## src/rtl/bht_pkg.sv

```systemverilog
package bht_pkg;
  typedef logic [1:0] ctr_t;

  localparam ctr_t CTR_RESET = 2'b01;
  localparam ctr_t CTR_MAX   = 2'b11;
  localparam ctr_t CTR_MIN   = 2'b00;

  // Upper bit of the counter carries the direction.
  function automatic logic ctr_predicts(input ctr_t c);
    return c[1];
  endfunction

  function automatic ctr_t ctr_step(input ctr_t c, input logic taken);
    ctr_t n;
    n = c;
    if (taken) begin
      if (c != CTR_MAX) n = c + 2'd1;
    end else begin
      if (c != CTR_MIN) n = c - 2'd1;
    end
    return n;
  endfunction
endpackage

```

## src/rtl/bht_index.sv

```systemverilog
module bht_index #(
  parameter int PC_W  = 32,
  parameter int IDX_W = 6
) (
  input  logic [PC_W-1:0]  pc,
  output logic [IDX_W-1:0] idx
);
  // Word aligned instructions: bits [1:0] carry no information.
  localparam int LSB = 2;

  assign idx = pc[IDX_W+LSB-1:LSB];

  logic unused_pc_bits;
  assign unused_pc_bits = ^{pc[PC_W-1:IDX_W+LSB], pc[LSB-1:0]};
endmodule

```

## src/rtl/bht_ctr_array.sv

```systemverilog
module bht_ctr_array
  import bht_pkg::*;
#(
  parameter int ENTRIES = 64,
  parameter int IDX_W   = $clog2(ENTRIES)
) (
  input  logic             clk,
  input  logic             rst_n,
  input  logic [IDX_W-1:0] rd_a_idx,
  output ctr_t             rd_a_ctr,
  input  logic [IDX_W-1:0] rd_b_idx,
  output ctr_t             rd_b_ctr,
  input  logic             wr_en,
  input  logic [IDX_W-1:0] wr_idx,
  input  ctr_t             wr_ctr
);
  ctr_t cells [ENTRIES];

  for (genvar g = 0; g < ENTRIES; g++) begin : g_cell
    always_ff @(posedge clk or negedge rst_n) begin
      if (!rst_n) begin
        cells[g] <= CTR_RESET;
      end else if (wr_en && (wr_idx == IDX_W'(g))) begin
        cells[g] <= wr_ctr;
      end
    end
  end

  // Reads see the stored value, never the write in flight.
  assign rd_a_ctr = cells[rd_a_idx];
  assign rd_b_ctr = cells[rd_b_idx];
endmodule

```

## src/rtl/bht_resolve.sv

```systemverilog
module bht_resolve
  import bht_pkg::*;
(
  input  logic valid,
  input  ctr_t cur,
  input  logic taken,
  output ctr_t nxt,
  output logic wrong
);
  assign nxt   = ctr_step(cur, taken);
  assign wrong = valid && (ctr_predicts(cur) != taken);
endmodule

```

## src/rtl/branch_history_table.sv

```systemverilog
module branch_history_table
  import bht_pkg::*;
#(
  parameter int PC_W    = 32,
  parameter int ENTRIES = 64
) (
  input  logic            clk,
  input  logic            rst_n,
  input  logic            lk_valid,
  input  logic [PC_W-1:0] lk_pc,
  output logic            pred_valid,
  output logic            pred_taken,
  input  logic            up_valid,
  input  logic [PC_W-1:0] up_pc,
  input  logic            up_taken,
  output logic            up_mispredict
);
  localparam int IDX_W = $clog2(ENTRIES);

  logic [IDX_W-1:0] lk_idx, up_idx;
  ctr_t             lk_ctr, up_ctr, up_next;

  bht_index #(.PC_W(PC_W), .IDX_W(IDX_W)) u_lk_index (.pc(lk_pc), .idx(lk_idx));
  bht_index #(.PC_W(PC_W), .IDX_W(IDX_W)) u_up_index (.pc(up_pc), .idx(up_idx));

  bht_ctr_array #(.ENTRIES(ENTRIES), .IDX_W(IDX_W)) u_array (
    .clk      (clk),
    .rst_n    (rst_n),
    .rd_a_idx (lk_idx),
    .rd_a_ctr (lk_ctr),
    .rd_b_idx (up_idx),
    .rd_b_ctr (up_ctr),
    .wr_en    (up_valid),
    .wr_idx   (up_idx),
    .wr_ctr   (up_next)
  );

  bht_resolve u_resolve (
    .valid (up_valid),
    .cur   (up_ctr),
    .taken (up_taken),
    .nxt   (up_next),
    .wrong (up_mispredict)
  );

  assign pred_valid = lk_valid;
  assign pred_taken = ctr_predicts(lk_ctr);
endmodule

```

## config.mk

```make
export PLATFORM = sky130hd
export DESIGN_NAME = branch_history_table
export DESIGN_NICKNAME = d
export VERILOG_FILES = /design/src/rtl/bht_pkg.sv /design/src/rtl/bht_index.sv /design/src/rtl/bht_ctr_array.sv /design/src/rtl/bht_resolve.sv /design/src/rtl/branch_history_table.sv
export SDC_FILE = /design/constraint.sdc
export NUM_CORES = 1
export LEC_CHECK = 0
export BUFFER_PORTS_ARGS = -buffer_cell sky130_fd_sc_hd__buf_2
export CAP_MARGIN = 0
export CELL_PAD_IN_SITES_DETAIL_PLACEMENT = 1
export CELL_PAD_IN_SITES_GLOBAL_PLACEMENT = 1
export CORE_MARGIN = 5
export CORE_UTILIZATION = 45
export CTS_BUF_LIST = sky130_fd_sc_hd__clkbuf_4 sky130_fd_sc_hd__clkbuf_8
export DETAILED_ROUTE_END_ITERATION = 10
export PLACE_DENSITY = 0.8
export RECOVER_POWER = 25
export SYNTH_ARGS = -nofsm -noshare
export SYNTH_HDL_FRONTEND = slang
export SYNTH_SLANG_ARGS = --single-unit
```

## constraint.sdc

```tcl
create_clock -name clk -period 12.8 [get_ports clk]
set_input_delay 3.2 -clock clk [delete_from_list [all_inputs] [get_ports clk]]
set_output_delay 3.2 -clock clk [all_outputs]
set_load 0.03 [all_outputs]
```

After elaboration in Yosys (flattened, before gate mapping):

Index checks and enable logic that the tools add are counted.

* output and inout port bits: 3
* word-level logic and storage cells: 211
* input bits: 69
* register bits: 128

* multiplexer cells: 9
* order comparisons: 2
* $add $sub $neg: 2
* bitwise gates (word level): 2
* equality and inequality tests: 65
* reductions and logical operators: 67

Operator list (count)
* 6-bit == test, second input constant: 32
* 6-bit by 5-bit == test with 1-bit output, second input constant: 16
* 1-bit logical AND: 65
* 6-bit by 4-bit == test with 1-bit output, second input constant: 8
* 2-bit binary-select mux with 6-bit select: 2
* 6-bit by 3-bit == test with 1-bit output, second input constant: 4
* 7-bit >= comparator, second input constant: 2
* 2-bit two-way mux: 7
* 6-bit NOT with 7-bit output: 2
* 6-bit by 2-bit == test with 1-bit output, second input constant: 2
* 6-bit by 1-bit == test with 1-bit output, second input constant: 1
* 6-bit zero test: 1
* 2-bit by 1-bit adder with 2-bit output, second input constant: 1
* 2-bit != test, second input constant: 1
* 2-bit nonzero test: 1
* 2-bit by 1-bit subtractor with 2-bit output, second input constant: 1
* 1-bit != test: 1

Longest topological paths before layout:

Gate-level depths: netlist (run 1).

* word-level depth: 7
* mapped depth: 11
* mapped depth without buffers: 7

By module:

A second synthesis (run 1) with hierarchy kept.

* cells, all modules: 584
* area total of the unflattened synthesis: 7582.3 um^2

By module, submodules not included
* bht_ctr_array: cells an instance 566, area each 7445.9 um^2, instances 1, seq. area each 3283.1 um^2
* bht_index: cells an instance 6, area each 45.0 um^2, instances 2, seq. area each 0.0 um^2
* bht_resolve: cells an instance 5, area each 38.8 um^2, instances 1, seq. area each 0.0 um^2
* branch_history_table: cells an instance 1, area each 7.5 um^2, instances 1, seq. area each 0.0 um^2

Worst setup path before layout (run 1):

Ideal clock, no wire load.

* kind: input port to output port
* from: input port lk_pc[2]
* to: output port pred_taken
* stages on the path: 7
* path buffers: 2
* required time: 9.600 ns
* path slack: 4.077 ns
* arrival: 5.523 ns
* cell sequence: clkbuf_1 > buf_2 > mux4_2 > mux4_2 > mux2_2 > nand2_1 > o21ai_0

* longest elaborated chain between the ends: 4

Ends and longest elaborated chain
* start: declaration: RTL line branch_history_table.sv:10 `input logic [PC_W-1:0] lk_pc,`
* 6-bit NOT with 7-bit output (not written as such): RTL line bht_ctr_array.sv:30 `assign rd_a_ctr = cells[rd_a_idx];`
* 2-bit binary-select mux with 6-bit select: RTL line bht_ctr_array.sv:30
* 2-bit two-way mux (not written as such) (2 in a row): RTL line bht_ctr_array.sv:30
* end: declaration: RTL line branch_history_table.sv:12 `output logic pred_taken,`

No other way between the ends. The select of a mux whose other input is x is not followed.

Worst setup path after layout (run 1):

* from: input port up_pc[2]
* to: output port up_mispredict

* longest elaborated chain between the ends: 6

Ends and longest elaborated chain
* start: declaration: RTL line branch_history_table.sv:14 `input logic [PC_W-1:0] up_pc,`
* 6-bit NOT with 7-bit output (not written as such): RTL line bht_ctr_array.sv:31 `assign rd_b_ctr = cells[rd_b_idx];`
* 2-bit binary-select mux with 6-bit select: RTL line bht_ctr_array.sv:31
* 2-bit two-way mux (not written as such) (2 in a row): RTL line bht_ctr_array.sv:31
* 1-bit != test: RTL line bht_resolve.sv:11 `assign wrong = valid && (ctr_predicts(cur) != taken);`
* 1-bit logical AND: RTL line bht_resolve.sv:11
* end: declaration: RTL line branch_history_table.sv:16 `output logic up_mispredict`

No other way between the ends. The select of a mux whose other input is x is not followed.

==> impl_metrics.ini, run 1 <==
[outcome]
status = finished with violations
violations = capacitance limit, slew limit

[placed_design]
port_buffers = 17
placed_area_um2 = 7060
place_hpwl_um = 12000
place_congestion = 0.853

[finish]
regArea_um2 = 3280
design_area_um2 = 7450
largestRegisters = u_array.cells: 128 flops
multi_input_area_um2 = 3400
area_delta_synth_final_pct = 7.05
nets = 572
drive_above_1_share_pct = 60.3
post-route-util_pct = 49.0
antenna_cells = 0
n_fill_cell = 1532
max_flop_register = u_array.cells
largest_reg_flops = 128

[sta]
relSlewSlack_pct = -182
finalCriticalPeriod_ns = 8.75
rsz0062_at_grt = no
fin_setup_tns_ns = 0
hold_viol_final = 0
finalClockSkew_ns = 0.0123
clock.fmax_ghz = 0.114
maxSlewViolCount = 131
fin_crit_sh_pct = 68.3
whs_ns = 0.536
max_slew.worst_pin.slew_ns = 4.23
setup-violations-final = 0

[clock_network]
path_clk_slew_ns = 0.07
cts_buffers = 17
hold_buffers = 0
worstSkewPairLatency_ns = 0.44
cts_resized = 0
clkSinkCount = 128
h-tree-depth = 4
clockBufferDepth = 2
root_buffer = clkbuf_8
postCtsSetupBuffers = 0
cts_tree = built

[detailed_routing]
num_vias = 4453
antenna_left = 0
post_drt_wl_per_cell_um = 24.9
via_per_inst = 6.33
wl_um = 17500
dr.pass1.iters = 5
drt_drc_violations_left = 0
drtIter0Drc = 416

[die]
initial_core_util_pct = 45.8
io_pins = 72
die_w_um = 134
die_area_um2 = 18000
rows = 45
die_height_um = 134
core_area_um2 = 15200

[power_and_ir_drop]
p_total_mw = 1.05
power_per_cell_area_nw_per_um2 = 140
leakagePower_nw = 3.07
ir_worst_vdd_uv = 52.9

[grt]
grt.total_usage_pct = 21.0
antenna_found_initial = 0
grt_pass1_vias = 4907
grt_max_degree = 82
overflow = 0
grt_pass1_wl_um = 28900

[synth]
yosysWarnings = 0
syn_nets = 566
synthesis.area_per_instance_um2 = 14.0
synth.distinct_cells = 37
syn_inst = 497
ys_seq_area_share_pct = 47.2
synth_seq_cells = 128
syn_area_um2 = 6960

[critical_path]
crit_family = buffers and inverters
cp-start-kind = input pin
worstPathCellList = buf_2 > buf_4 > mux4_2 > o22ai_1 > nor2_1 > nand3_1 > o21ai_0 > xnor2_1 > and2_1 > buf_2
crit_buf_inv = 3
cp-end-kind = output pin
crit_path_frequent_cell = buf_2
arrival_ns = 5.55
r2r_slack_ns = 9.49
reg2reg_to = u_array.cells[124]$_DFFE_PN1P_
crit_slowest_cell = mux4_2
crit_type = in -> out
crit_path_max_incr_delay_ns = 0.61
timing.rr.start = u_array.cells[42]$_DFFE_PN1P_
critPathMaxFanout = 39
reg2reg_depth = 8
required_ns = 9.60

[run]
drv_cap = 2

[hold_path]
hold_start = u_array.cells[87]$_DFFE_PN0P_
hold_class = reg -> reg
holdPathEnd = u_array.cells[87]$_DFFE_PN0P_
hold_depth = 1
## routing by layer
metal	track usage [%]	up-vias	share of wire (%)
li1	-	1869	-
met1	27.8	2403	41
met2	34.9	144	51
met3	4.65	37	5.9
met4	5.94	0	2.1
met5	0	-	0
## kinds of logic after synthesis
family                 synth area share (%)
XOR/XNOR                              0.126
AO/OA/AOI/OAI                          2.61
flip-flops                             47.2
AND/OR/NAND/NOR                        8.04
buffers and inverters                  3.88
multiplexers                           38.1
## cell usage after synthesis, drive strengths merged
cell,number,share of area (%)
inv,1,0.054
nand4,1,0.090
and3b,1,0.13
nand2,53,2.9
mux2i,3,0.43
buf,26,3.3
nand2b,4,0.36
or3,1,0.090
nor3,6,0.43
nor3b,1,0.11
xnor2,1,0.13
a21oi,3,0.27
mux4,52,17
dfrtp,64,23
and3,1,0.090
nor4,1,0.090
and2,3,0.27
o32ai,1,0.40
nand3b,5,0.54
mux2,129,21
nand3,3,0.22
a32o,1,0.14
dfstp,64,24
clkbuf,10,0.54
o21ai,5,0.36
o211ai,1,0.18
or3b,4,0.50
nor2,33,1.8
or2,5,0.45
o22ai,14,1.3
## per-stage QoR
step,worst slack (ns),cells
6_report,4.05,704
5_1_grt,2.81,704
4_1_cts,4.01,704
3_5_place_dp,4.02,672
3_3_place_gp,4.05,672
2_1_floorplan,4.08,497
## area by class of cell
class | instances | share of cell area [%]
multi-input combinational | 332 | 45.7
clock inverter | 14 | 2.07
clock buffer | 18 | 3.24
tap | 188 | 3.16
sequential | 128 | 44.1
inverter | 1 | 0.0504
timing repair buffer | 23 | 1.68
## layout by cell type (no fill, tap or decap), types with 4 or more instances in the layout
cell type and n:
mux2_2 129, buf_2 16, nand3b_1 5, nand2_1 52, or3b_2 4, dfrtp_1 64
nor3_1 6, nand2b_1 4, mux4_2 52, dfstp_2 64, clkbuf_8 17, inv_6 5
o22ai_1 14, or2_2 4, buf_4 5, nor2_1 33
## where the power goes
| group | leakage [nW] | internal (mW) | switching [mW] |
|---|---|---|---|
| sequential | 1.53 | 0.480 | 0.0361 |
| clock | 0.194 | 0.178 | 0.170 |
| combinational | 1.34 | 0.0934 | 0.0885 |
## worst max path at each step
| stage | startpoint | end | slack [ns] | cells past startpoint |
|---|---|---|---|---|
| 3_5_place_dp | up_pc[2] | up_mispredict | 4.02 | 10 |
| 4_1_cts | up_pc[2] | up_mispredict | 4.01 | 10 |
| 5_1_grt | rst_n | u_array.cells[127]$_DFFE_PN0P_ | 2.81 | 2 |
| 2_1_floorplan | lk_pc[2] | pred_taken | 4.08 | 7 |
| 6_report | up_pc[2] | up_mispredict | 4.05 | 10 |
| 3_3_place_gp | up_pc[2] | up_mispredict | 4.05 | 10 |
No activity file was read; power rests on OpenSTA's default activity.
==> run 2: changes to the inputs <==
==> constraint.sdc (replaced) <==
create_clock -name clk -period 8.8 [get_ports clk]
set_input_delay 2.2 -clock clk [delete_from_list [all_inputs] [get_ports clk]]
set_output_delay 2.2 -clock clk [all_outputs]
set_load 0.03 [all_outputs]
==> run 2 against run 1 <==
Against the previous run: the flow still finishes with violations (capacitance limit, slew limit); final area down 0.57%; sequential share of layout area up 0.25 points; die area unchanged; utilization down 0.28 points.
==> impl_metrics.ini, run 2 (same netlist as run 1, synthesis figures left out) <==
[die]
die_w_um = 134
die_area_um2 = 18000
core_area_um2 = 15200
initial_core_util_pct = 45.8
die_height_um = 134
io_pins = 72
rows = 45

[sta]
maxSlewViolCount = 131
setup-violations-final = 0
finalCriticalPeriod_ns = 7.09
max_slew.worst_pin.slew_ns = 3.04
fin_setup_tns_ns = 0
relSlewSlack_pct = -103
clock.fmax_ghz = 0.141
hold_viol_final = 0
whs_ns = 0.537
rsz0062_at_grt = no
finalClockSkew_ns = 0.00824
fin_crit_sh_pct = 80.6

[critical_path]
arrival_ns = 4.89
crit_slowest_cell = mux4_2
required_ns = 6.60
timing.rr.start = u_array.cells[42]$_DFFE_PN1P_
worstPathCellList = buf_2 > buf_4 > mux4_2 > o22ai_1 > nor2_1 > nand2_1 > o21ai_0 > xnor2_1 > and2_1 > buf_2
cp-end-kind = output pin
cp-start-kind = input pin
reg2reg_to = u_array.cells[105]$_DFFE_PN0P_
crit_family = buffers and inverters
r2r_slack_ns = 6.07
critPathMaxFanout = 22
crit_path_max_incr_delay_ns = 0.57
reg2reg_depth = 8
crit_type = in -> out
crit_buf_inv = 3
crit_path_frequent_cell = buf_2

[placed_design]
place_hpwl_um = 12100
placed_area_um2 = 7060
place_congestion = 0.840
port_buffers = 17

[power_and_ir_drop]
power_per_cell_area_nw_per_um2 = 198
leakagePower_nw = 3.07
p_seq_share_pct = 51.3
internal-power_mw = 1.07
p_comb_share_pct = 18.0
ir_worst_vdd_uv = 81.0
p_total_mw = 1.46
power.switching_mw = 0.397
clock_power_share_pct = 30.8
switching_share_pct = 27.1

[finish]
final_cell_mix = mux2_2, dfstp_2, dfrtp_1
drive_above_1_share_pct = 60.4
final_common_cell = mux2_2
area_delta_synth_final_pct = 6.44
nets = 572
antenna_cells = 0
design_area_um2 = 7400
largestRegisters = u_array.cells: 128 flops
max_flop_register = u_array.cells
largest_reg_flops = 128
post-route-util_pct = 48.7

[detailed_routing]
antenna_left = 0
wl_um = 17500
num_vias = 4421
drtIter0Drc = 312
via_per_inst = 6.29
drt_drc_violations_left = 0
post_drt_wl_per_cell_um = 24.8
dr.pass1.iters = 4

[clock_network]
worstSkewPairLatency_ns = 0.45
root_buffer = clkbuf_8
clockBufferDepth = 2
cts_buffers = 17
cts_resized = 0
hold_buffers = 0
cts_tree = built
path_clk_slew_ns = 0.07
h-tree-depth = 4
clkSinkCount = 128
postCtsSetupBuffers = 0

[hold_path]
hold_class = reg -> reg
hold_depth = 1
hold_start = u_array.cells[103]$_DFFE_PN0P_
holdPathEnd = u_array.cells[103]$_DFFE_PN0P_

[grt]
grt.total_usage_pct = 20.6
grt_pass1_wl_um = 28100
grt_pass1_vias = 4857
antenna_found_initial = 0
overflow = 0
grt_max_degree = 73

[outcome]
status = finished with violations
violations = capacitance limit, slew limit

[run]
drv_cap = 2
run 2: cell count changes in the layout (fill, tap and decap cells not counted):
cell / delta
clkbuf_8: +4
bufinv_16: -2
clkinvlp_4: -2
clkbuf_4: +3
clkbuf_2: +1
clkbuf_1: -1
inv_6: -5
clkinv_4: -2
clkinv_2: +3
run 2: how the worst max path moves through the flow:
| stage | start | end | slack (ns) | depth (start not counted) |
|---|---|---|---|---|
| after global routing | up_pc[2] | up_mispredict | 1.53 | 10 |
| after detailed placement | up_pc[2] | up_mispredict | 1.70 | 10 |
| after CTS | up_pc[2] | up_mispredict | 1.69 | 10 |
| after floorplan | lk_pc[2] | pred_taken | 2.08 | 7 |
| final | up_pc[2] | up_mispredict | 1.71 | 10 |
| after global placement | up_pc[2] | up_mispredict | 1.71 | 10 |
run 2: stage by stage:
| stage | setup WS [ns] | instances |
|---|---|---|
| after floorplan | 2.08 | 497 |
| after global placement | 1.71 | 672 |
| after detailed placement | 1.70 | 672 |
| after CTS | 1.69 | 703 |
| after global routing | 1.53 | 703 |
| final | 1.71 | 703 |
run 2: layout make-up:
class                      instances  area (µm²)
multi-input combinational        332        3400
tap                              188         235
fill                            1481        7800
clock buffer                      25         319
sequential                       128        3280
timing repair buffer              23         126
inverter                           1        3.75
clock inverter                     6        32.5
run 2: power groups by stage:
stage | clock network (mW) | registers (mW) | logic [mW]
after floorplan | 0 | 0.736 | 0.213
after global placement | 0 | 0.748 | 0.252
after detailed placement | 0 | 0.759 | 0.264
after CTS | 0.462 | 0.750 | 0.266
after global routing | 0.495 | 0.759 | 0.284
final | 0.451 | 0.751 | 0.263
run 2: per-layer routing:
layer / routed length [µm] / share of wire [%] / track usage (%) / vias up
met2: 8760 / 50 / 33.0 / 145
met3: 1010 / 5.8 / 5.14 / 44
met5: 0 / 0 / 0 / -
met1: 7110 / 41 / 26.3 / 2361
met4: 566 / 3.2 / 9.67 / 0
li1: - / - / - / 1871
